<file path="src/rtl/rxs_pkg.sv">
package rxs_pkg;
  localparam int LEN_W = 14;

  typedef struct packed {
    logic             own;
    logic             filt_fail;
    logic [LEN_W-1:0] len;
    logic             err_sum;
    logic             no_buf;
    logic [1:0]       rsvd_hi;
    logic             runt;
    logic             mcast;
    logic             first_d;
    logic             last_d;
    logic             too_long;
    logic             late_coll;
    logic             type_frm;
    logic             rsvd_mid;
    logic             phy_err;
    logic             dribble;
    logic             crc_err;
    logic             rsvd_lo;
  } rx_stat_t;
endpackage

</file>
<file path="src/rtl/rxs_frame_len.sv">
module rxs_frame_len #(
  parameter int LEN_W = 14
) (
  input  logic             clk,
  input  logic             rst_n,
  input  logic             byte_vld,
  input  logic             sof,
  input  logic             eof,
  output logic             start,
  output logic             active,
  output logic             take,
  output logic             done,
  output logic [LEN_W-1:0] seen_cnt
);
  localparam logic [LEN_W-1:0] CNT_MAX = '1;
  localparam logic [LEN_W-1:0] CNT_ONE = LEN_W'(1);

  logic             in_q, in_d;
  logic [LEN_W-1:0] cnt_q, cnt_d, cnt_now;
  logic             cnt_en;

  always_comb begin
    start    = byte_vld & sof;
    active   = start | in_q;
    take     = byte_vld & active;
    done     = take & eof;
    if (start)                cnt_now = CNT_ONE;
    else if (cnt_q == CNT_MAX) cnt_now = cnt_q;
    else                      cnt_now = cnt_q + CNT_ONE;
    seen_cnt = byte_vld ? cnt_now : cnt_q;
    cnt_en   = take;
    cnt_d    = cnt_now;
    if (start)     in_d = ~eof;
    else if (done) in_d = 1'b0;
    else           in_d = in_q;
  end

  always_ff @(posedge clk or negedge rst_n) begin
    if (!rst_n) in_q <= 1'b0;
    else        in_q <= in_d;
  end

  always_ff @(posedge clk or negedge rst_n) begin
    if (!rst_n)      cnt_q <= '0;
    else if (cnt_en) cnt_q <= cnt_d;
  end

  p_cnt_grows_r2: assert property (@(posedge clk) disable iff (!rst_n)
    (in_q && byte_vld && !sof) |=> (cnt_q >= $past(cnt_q)));

  p_cnt_restart_r13: assert property (@(posedge clk) disable iff (!rst_n)
    (byte_vld && sof) |=> (cnt_q == CNT_ONE));
endmodule

</file>
<file path="src/rtl/rxs_hdr_capture.sv">
module rxs_hdr_capture #(
  parameter int LEN_W      = 14,
  parameter int MC_POS     = 1,
  parameter int TYPE_POS   = 13,
  parameter int TYPE_BYTES = 2
) (
  input  logic                    clk,
  input  logic                    rst_n,
  input  logic                    take,
  input  logic [LEN_W-1:0]        seen_cnt,
  input  logic [7:0]              data,
  output logic                    mcast,
  output logic [8*TYPE_BYTES-1:0] type_val
);
  logic mc_q, mc_d, mc_en;

  always_comb begin
    mc_en = take && (seen_cnt == LEN_W'(MC_POS));
    mc_d  = mc_en ? data[0] : mc_q;
    mcast = mc_d;
  end

  always_ff @(posedge clk or negedge rst_n) begin
    if (!rst_n)     mc_q <= 1'b0;
    else if (mc_en) mc_q <= data[0];
  end

  for (genvar g = 0; g < TYPE_BYTES; g++) begin : g_type
    logic [7:0] b_q, b_d;
    logic       b_en;
    always_comb begin
      b_en = take && (seen_cnt == LEN_W'(TYPE_POS + g));
      b_d  = b_en ? data : b_q;
    end
    always_ff @(posedge clk or negedge rst_n) begin
      if (!rst_n)    b_q <= '0;
      else if (b_en) b_q <= data;
    end
    assign type_val[8*(TYPE_BYTES-1-g) +: 8] = b_d;
  end

  p_mc_held_r8: assert property (@(posedge clk) disable iff (!rst_n)
    !(take && (seen_cnt == LEN_W'(MC_POS))) |=> (mc_q == $past(mc_q)));
endmodule

</file>
<file path="src/rtl/rxs_err_track.sv">
module rxs_err_track #(
  parameter int LEN_W      = 14,
  parameter int LATE_AFTER = 64
) (
  input  logic             clk,
  input  logic             rst_n,
  input  logic             start,
  input  logic             active,
  input  logic [LEN_W-1:0] seen_cnt,
  input  logic             phy_err,
  input  logic             coll,
  input  logic             no_buf,
  output logic             phy_seen,
  output logic             nobuf_seen,
  output logic             early_coll,
  output logic             late_coll
);
  localparam logic [LEN_W-1:0] LATE_L = LEN_W'(LATE_AFTER);

  typedef struct packed {
    logic phy;
    logic nobuf;
    logic early;
    logic late;
  } flags_t;

  flags_t cur, fl_q, fl_d;
  logic   is_late;

  always_comb begin
    is_late   = seen_cnt > LATE_L;
    cur.phy   = phy_err;
    cur.nobuf = no_buf;
    cur.early = coll & ~is_late;
    cur.late  = coll & is_late;
    if (start)       fl_d = cur;
    else if (active) fl_d = fl_q | cur;
    else             fl_d = fl_q;
    phy_seen   = fl_d.phy;
    nobuf_seen = fl_d.nobuf;
    early_coll = fl_d.early;
    late_coll  = fl_d.late;
  end

  always_ff @(posedge clk or negedge rst_n) begin
    if (!rst_n)      fl_q <= '0;
    else if (active) fl_q <= fl_d;
  end

  p_phy_sticky_r9: assert property (@(posedge clk) disable iff (!rst_n)
    (fl_q.phy && !start) |=> fl_q.phy);

  p_nobuf_sticky_r10: assert property (@(posedge clk) disable iff (!rst_n)
    (fl_q.nobuf && !start) |=> fl_q.nobuf);
endmodule

</file>
<file path="src/rtl/rx_status_builder.sv">
module rx_status_builder
  import rxs_pkg::*;
#(
  parameter int RUNT_MIN   = 64,
  parameter int MAX_LEN    = 1518,
  parameter int TYPE_LIMIT = 1500,
  parameter int LATE_AFTER = 64,
  parameter int TYPE_OFS   = 12,
  parameter int TYPE_BYTES = 2
) (
  input  logic        clk,
  input  logic        rst_n,
  input  logic        rx_vld,
  input  logic [7:0]  rx_data,
  input  logic        rx_sof,
  input  logic        rx_eof,
  input  logic        phy_rx_err,
  input  logic        coll_det,
  input  logic        crc_bad,
  input  logic        dribble,
  input  logic        no_buf,
  output logic [31:0] status_word,
  output logic        status_wr
);
  localparam int TYPE_POS = TYPE_OFS + 1;
  localparam int HDR_MIN  = TYPE_OFS + TYPE_BYTES;

  logic                    start, active, take, done;
  logic [LEN_W-1:0]        seen_cnt;
  logic                    mcast;
  logic [8*TYPE_BYTES-1:0] type_val;
  logic                    phy_seen, nobuf_seen, early_coll, late_coll;
  logic                    runt;
  rx_stat_t                stat_new;
  logic [31:0]             word_q, word_d;
  logic                    wr_q, wr_d;

  rxs_frame_len #(.LEN_W(LEN_W)) u_len (
    .clk(clk), .rst_n(rst_n), .byte_vld(rx_vld), .sof(rx_sof), .eof(rx_eof),
    .start(start), .active(active), .take(take), .done(done), .seen_cnt(seen_cnt)
  );

  rxs_hdr_capture #(
    .LEN_W(LEN_W), .MC_POS(1), .TYPE_POS(TYPE_POS), .TYPE_BYTES(TYPE_BYTES)
  ) u_hdr (
    .clk(clk), .rst_n(rst_n), .take(take), .seen_cnt(seen_cnt), .data(rx_data),
    .mcast(mcast), .type_val(type_val)
  );

  rxs_err_track #(.LEN_W(LEN_W), .LATE_AFTER(LATE_AFTER)) u_err (
    .clk(clk), .rst_n(rst_n), .start(start), .active(active), .seen_cnt(seen_cnt),
    .phy_err(phy_rx_err), .coll(coll_det), .no_buf(no_buf),
    .phy_seen(phy_seen), .nobuf_seen(nobuf_seen),
    .early_coll(early_coll), .late_coll(late_coll)
  );

  always_comb begin
    runt               = (seen_cnt < LEN_W'(RUNT_MIN)) | early_coll;
    stat_new           = '0;
    stat_new.len       = seen_cnt;
    stat_new.no_buf    = nobuf_seen;
    stat_new.runt      = runt;
    stat_new.mcast     = mcast;
    stat_new.first_d   = 1'b1;
    stat_new.last_d    = 1'b1;
    stat_new.too_long  = seen_cnt > LEN_W'(MAX_LEN);
    stat_new.late_coll = late_coll;
    stat_new.type_frm  = (seen_cnt >= LEN_W'(HDR_MIN)) &&
                         (type_val > (8*TYPE_BYTES)'(TYPE_LIMIT));
    stat_new.phy_err   = phy_seen;
    stat_new.dribble   = dribble;
    stat_new.crc_err   = crc_bad & ~runt;
    stat_new.err_sum   = stat_new.crc_err | stat_new.late_coll | stat_new.too_long |
                         stat_new.runt | stat_new.no_buf;
    word_d             = done ? stat_new : word_q;
    wr_d               = done;
  end

  always_ff @(posedge clk or negedge rst_n) begin
    if (!rst_n) begin
      word_q <= '0;
      wr_q   <= 1'b0;
    end else begin
      word_q <= word_d;
      wr_q   <= wr_d;
    end
  end

  assign status_word = word_q;
  assign status_wr   = wr_q;

  p_wr_after_eof_r1: assert property (@(posedge clk) disable iff (!rst_n)
    status_wr |-> $past(rx_vld && rx_eof));

  p_word_hold_r1: assert property (@(posedge clk) disable iff (!rst_n)
    !status_wr |-> $stable(status_word));

  p_err_summary_r3: assert property (@(posedge clk) disable iff (!rst_n)
    status_wr |-> (status_word[15] == (status_word[14] | status_word[11] |
                   status_word[7] | status_word[6] | status_word[1])));

  p_too_long_r4: assert property (@(posedge clk) disable iff (!rst_n)
    (status_wr && status_word[29:16] <= 14'(MAX_LEN)) |-> !status_word[7]);

  p_late_len_r5: assert property (@(posedge clk) disable iff (!rst_n)
    (status_wr && status_word[6]) |-> (status_word[29:16] > 14'(LATE_AFTER)));

  p_type_short_r6: assert property (@(posedge clk) disable iff (!rst_n)
    (status_wr && status_word[29:16] < 14'(HDR_MIN)) |-> !status_word[5]);

  p_crc_runt_r7: assert property (@(posedge clk) disable iff (!rst_n)
    status_wr |-> !(status_word[1] && status_word[11]));

  p_fixed_bits_r11: assert property (@(posedge clk) disable iff (!rst_n)
    status_wr |-> (status_word[9:8] == 2'b11 && status_word[31:30] == 2'b00));
endmodule

</file>
<file path="config.mk">
export PLATFORM = sky130hd
export DESIGN_NAME = rx_status_builder
export DESIGN_NICKNAME = d
export VERILOG_FILES = /design/src/rtl/rxs_pkg.sv /design/src/rtl/rxs_frame_len.sv /design/src/rtl/rxs_hdr_capture.sv /design/src/rtl/rxs_err_track.sv /design/src/rtl/rx_status_builder.sv
export SDC_FILE = /design/constraint.sdc
export NUM_CORES = 1
export LEC_CHECK = 0
export ABC_AREA = 1
export CORE_MARGIN = 2
export CORE_UTILIZATION = 63
export DETAILED_ROUTE_END_ITERATION = 16
export DONT_BUFFER_PORTS = 1
export GPL_TIMING_DRIVEN = 1
export PLACE_DENSITY = 0.79
export SYNTH_ARGS = -nofsm -noshare
export SYNTH_HDL_FRONTEND = slang
export SYNTH_SLANG_ARGS = --single-unit
</file>
<file path="constraint.sdc">
create_clock -name clk -period 2.9 [get_ports clk]
set_clock_uncertainty 0.1 [all_clocks]
set_input_delay 0.58 -clock clk [delete_from_list [all_inputs] [get_ports clk]]
set_output_delay 0.58 -clock clk [all_outputs]
set_load 0.02 [all_outputs]
</file>
==> metrics.txt <==
status finished with violations; failing checks hold timing; Setup WS pre-CTS 0.0968 ns; vias in the first global route 2920; synthesized area 3430 sq um; CTS tree yes; Cell Chain, Critical Path ha_2 > nand2_2 > nor2_4 > nand2_4 > inv_8 > nand2_4 > nand3_2 > nand3_1 > nand2_1 > nor2_4 > nand2_2 > nor2_4 > buf_4 > buf_4 > nand3_1 > nand2_1 > nor2_1 > nand2_1 > nor2_1 > nand2_1 > nand2_1 > nand2_1 > nand2_1; CP startpoint kind flop; post-synth top area cell dfrtp_1; CP max FO 6; Leak 0.00196 uW; relative slew slack 0.597; die height 77.7 um; final antenna-violating net count 0; first-pass GRT wire length 13.8 mm; M3 GR Usage 0.0733; Slew Viols, Final 0; routability congestion estimate 0.905; GR Util met2 0.446; Core Area 5170 sq um; Placed Cells incl. Taps 528; most used cell, CP nand2_1; reg-to-reg critical path startpoint u_len.cnt_q[0]$_DFFE_PN0P_; Initial DRC Count 437; Initial Utilization 0.662; die area 6040 sq um; worst hold path class primary input to async pin; Inserted Diodes 0; Seq/Total Area, Yosys 0.453; Final Non-Filler Cells 553; Final Setup Violations 0; Sink Count 62; Site Rows 26; WP data arrival 2.90 ns; GR peak layer met2; vias post-DR 3237; Req. time, crit path 3.05 ns; # nets final 497; Distinct cells, synth 33; final core area utilization 0.769; drt wl/cell 16.1 um; Synth warnings 0; Total Negative Setup Slacks 0 ns; Worst Slack Setup Final 0.143 ns; GRT overflow 0; DRC 0; Fin. Hold Viols 3; WHS -0.00379 ns; pwr dens 744 nW/um^2; worst slew pin tran 0.603 ns; Vias/cell 5.85; Final Critical Period 2.76 ns; grt met1 use 0.406; port buffer count 0; DP Area 3510 sq um; kind of critical path flop to flop; ratio of cells with drive above 1 in the final layout 0.213; Critical Path Start u_len.cnt_q[0]$_DFFE_PN0P_; Clock H-tree levels 3; slowest CP cell dfrtp_1; Die X 77.7 um; largest net degree at the start of global routing 63; Total GRT Usage 0.292; FMAX 0.363 GHz; Fillers 374; Max-Cap Viols 0; synthesized instance count 460; fin area 3980 sq um; Total Wirelength 8.91 mm; placed wire-length estimate 5.85 mm; num ports 51; max incr delay on CP 0.42 ns; drt pass-1 iters 5; Worst VDD drop 0.475 mV; crit path capture type flop; clock buffer depth 2; Seq cells post-synth 62; mean post-synth cell area 7.45 sq um; Skew-Pair Late Insertion Delay 0.35 ns; period utilization 0.951; antenna violations before repair 0; cts bufs inserted 9; most area-consuming cells after synthesis dfrtp_1, nand2_1, nand3_1; CTS root buffer clkbuf_8; Synth top area share 0.453; clock-pin slew on the worst setup and hold paths 0.07 ns; Area growth, synth to finish 16.1%
state kept, by name, summed over array words and instances (netlist names):
register / flops
status_word: 25
u_hdr.g_type.b_q: 16
u_len.cnt_q: 14
u_err.fl_q: 4
status_wr: 1
u_hdr.mc_q: 1
u_len.in_q: 1
repair_timing:
item                       in CTS  in global routing
setup endpoints to repair       0                  1
hold endpoints to repair       62                  0
gates resized for setup         0                 43
setup buffers                   0                  7
hold buffers                    1                  0
layout make-up:
type                            instances  area [sq um]  area share
Multi-Input combinational cell        325          1680       0.423
Inverter                               57           221      0.0557
Tap cell                               70          87.6      0.0220
Timing Repair Buffer                   23           200      0.0503
Sequential cell                        62          1560       0.391
Clock inverter                          5          81.3      0.0204
Clock buffer                           11           151      0.0381
worst paths after layout:
check	endpoint	slack (ns)	cells past startpoint
min in group clk	status_word[2]$_DFFE_PN0P_	0.25	2
hold reg to reg	u_hdr.g_type[1].b_q[6]$_DFF_PN0_	0.37	2
hold / removal	u_len.cnt_q[12]$_DFFE_PN0P_	-0.004	1
setup reg to reg	status_word[5]$_DFFE_PN0P_	0.14	23
max in group asynchronous	u_len.cnt_q[3]$_DFFE_PN0P_	2.43	1
setup / recovery	status_word[5]$_DFFE_PN0P_	0.14	23
power by group:
part / internal (uW) / switching, uW
Sequential: 1070 / 269
Combinational: 274 / 465
Clock: 530 / 353
cell families (layout without fill, tap and decap cells):
| family | count (synthesis) | in the layout | share of synthesized area |
|---|---|---|---|
| and+or+nand+nor | 265 | 266 | 0.351 |
| adders and majority gates | 1 | 1 | 0.00365 |
| other | 1 | 6 | 0.00109 |
| xor gates and xnor gates | 1 | 1 | 0.00256 |
| buffers and inverters | 79 | 96 | 0.104 |
| DFF | 62 | 62 | 0.453 |
| AOI/OAI and AO/OA | 51 | 51 | 0.0847 |
per-stage QoR:
stage | power, uW | hold slack (ns)
2_1_floorplan | 1810 | 0.184
3_3_place_gp | 1960 | 0.186
3_5_place_dp | 1970 | 0.186
4_1_cts | 2870 | 0.0144
5_1_grt | 3110 | 0.0184
6_report | 2960 | -0.00379
worst max-delay path, delay by kind of cell, from the launching register on:
kind	cells	cell delay, ns
adder cells (fa/ha/maj)	1	0.20
buffers and inverters	3	0.33
AND/OR/NAND/NOR	19	1.58
flip-flops	1	0.42
Yosys cell counts:
cell type and number:
nand2_1 139, dfrtp_1 62, nand3_1 48, inv_1 47
nor2_1 37, o21ai_0 26, nand2_2 13, a31oi_1 11
buf_4 8, clkbuf_1 8, nand4_1 7, nor2_2 7
inv_2 6, o21ai_1 6, nor2_4 5, buf_2 3
buf_6 3, clkinv_1 3, nand2_4 3, a21oi_1 2
a22o_1 2, nand3_2 2, nor3_1 2, a31o_2 1
a41oi_1 1, conb_1 1, ha_1 1, inv_4 1
nand3b_1 1, o21a_1 1, o21ai_2 1, or2_2 1
xnor2_1 1
layout by cell type (no fill, tap or decap), types with 2 or more instances in the layout:
| master | count |
|---|---|
| inv_2 | 6 |
| inv_1 | 47 |
| nand2_1 | 132 |
| a22o_1 | 2 |
| nand4_1 | 7 |
| clkinv_1 | 3 |
| buf_6 | 2 |
| nor2_1 | 34 |
| dfrtp_2 | 3 |
| dfrtp_1 | 59 |
| clkbuf_8 | 11 |
| o21ai_0 | 23 |
| o21ai_1 | 8 |
| nor3_1 | 2 |
| a21oi_1 | 2 |
| a31oi_1 | 11 |
| nor2_4 | 10 |
| bufinv_16 | 2 |
| nor2_2 | 5 |
| nand2_4 | 7 |
| conb_1 | 6 |
| nand3_1 | 40 |
| buf_4 | 20 |
| nand2_2 | 16 |
| nand3_2 | 10 |
routing by layer:
metal,vias to the layer above,wire [um],part of all wire
met3,25,871,0.098
li1,1488,-,-
met2,213,4210,0.47
met1,1511,3640,0.41
met5,-,0,0
met4,0,182,0.020
(Power assumes the default switching activity.)
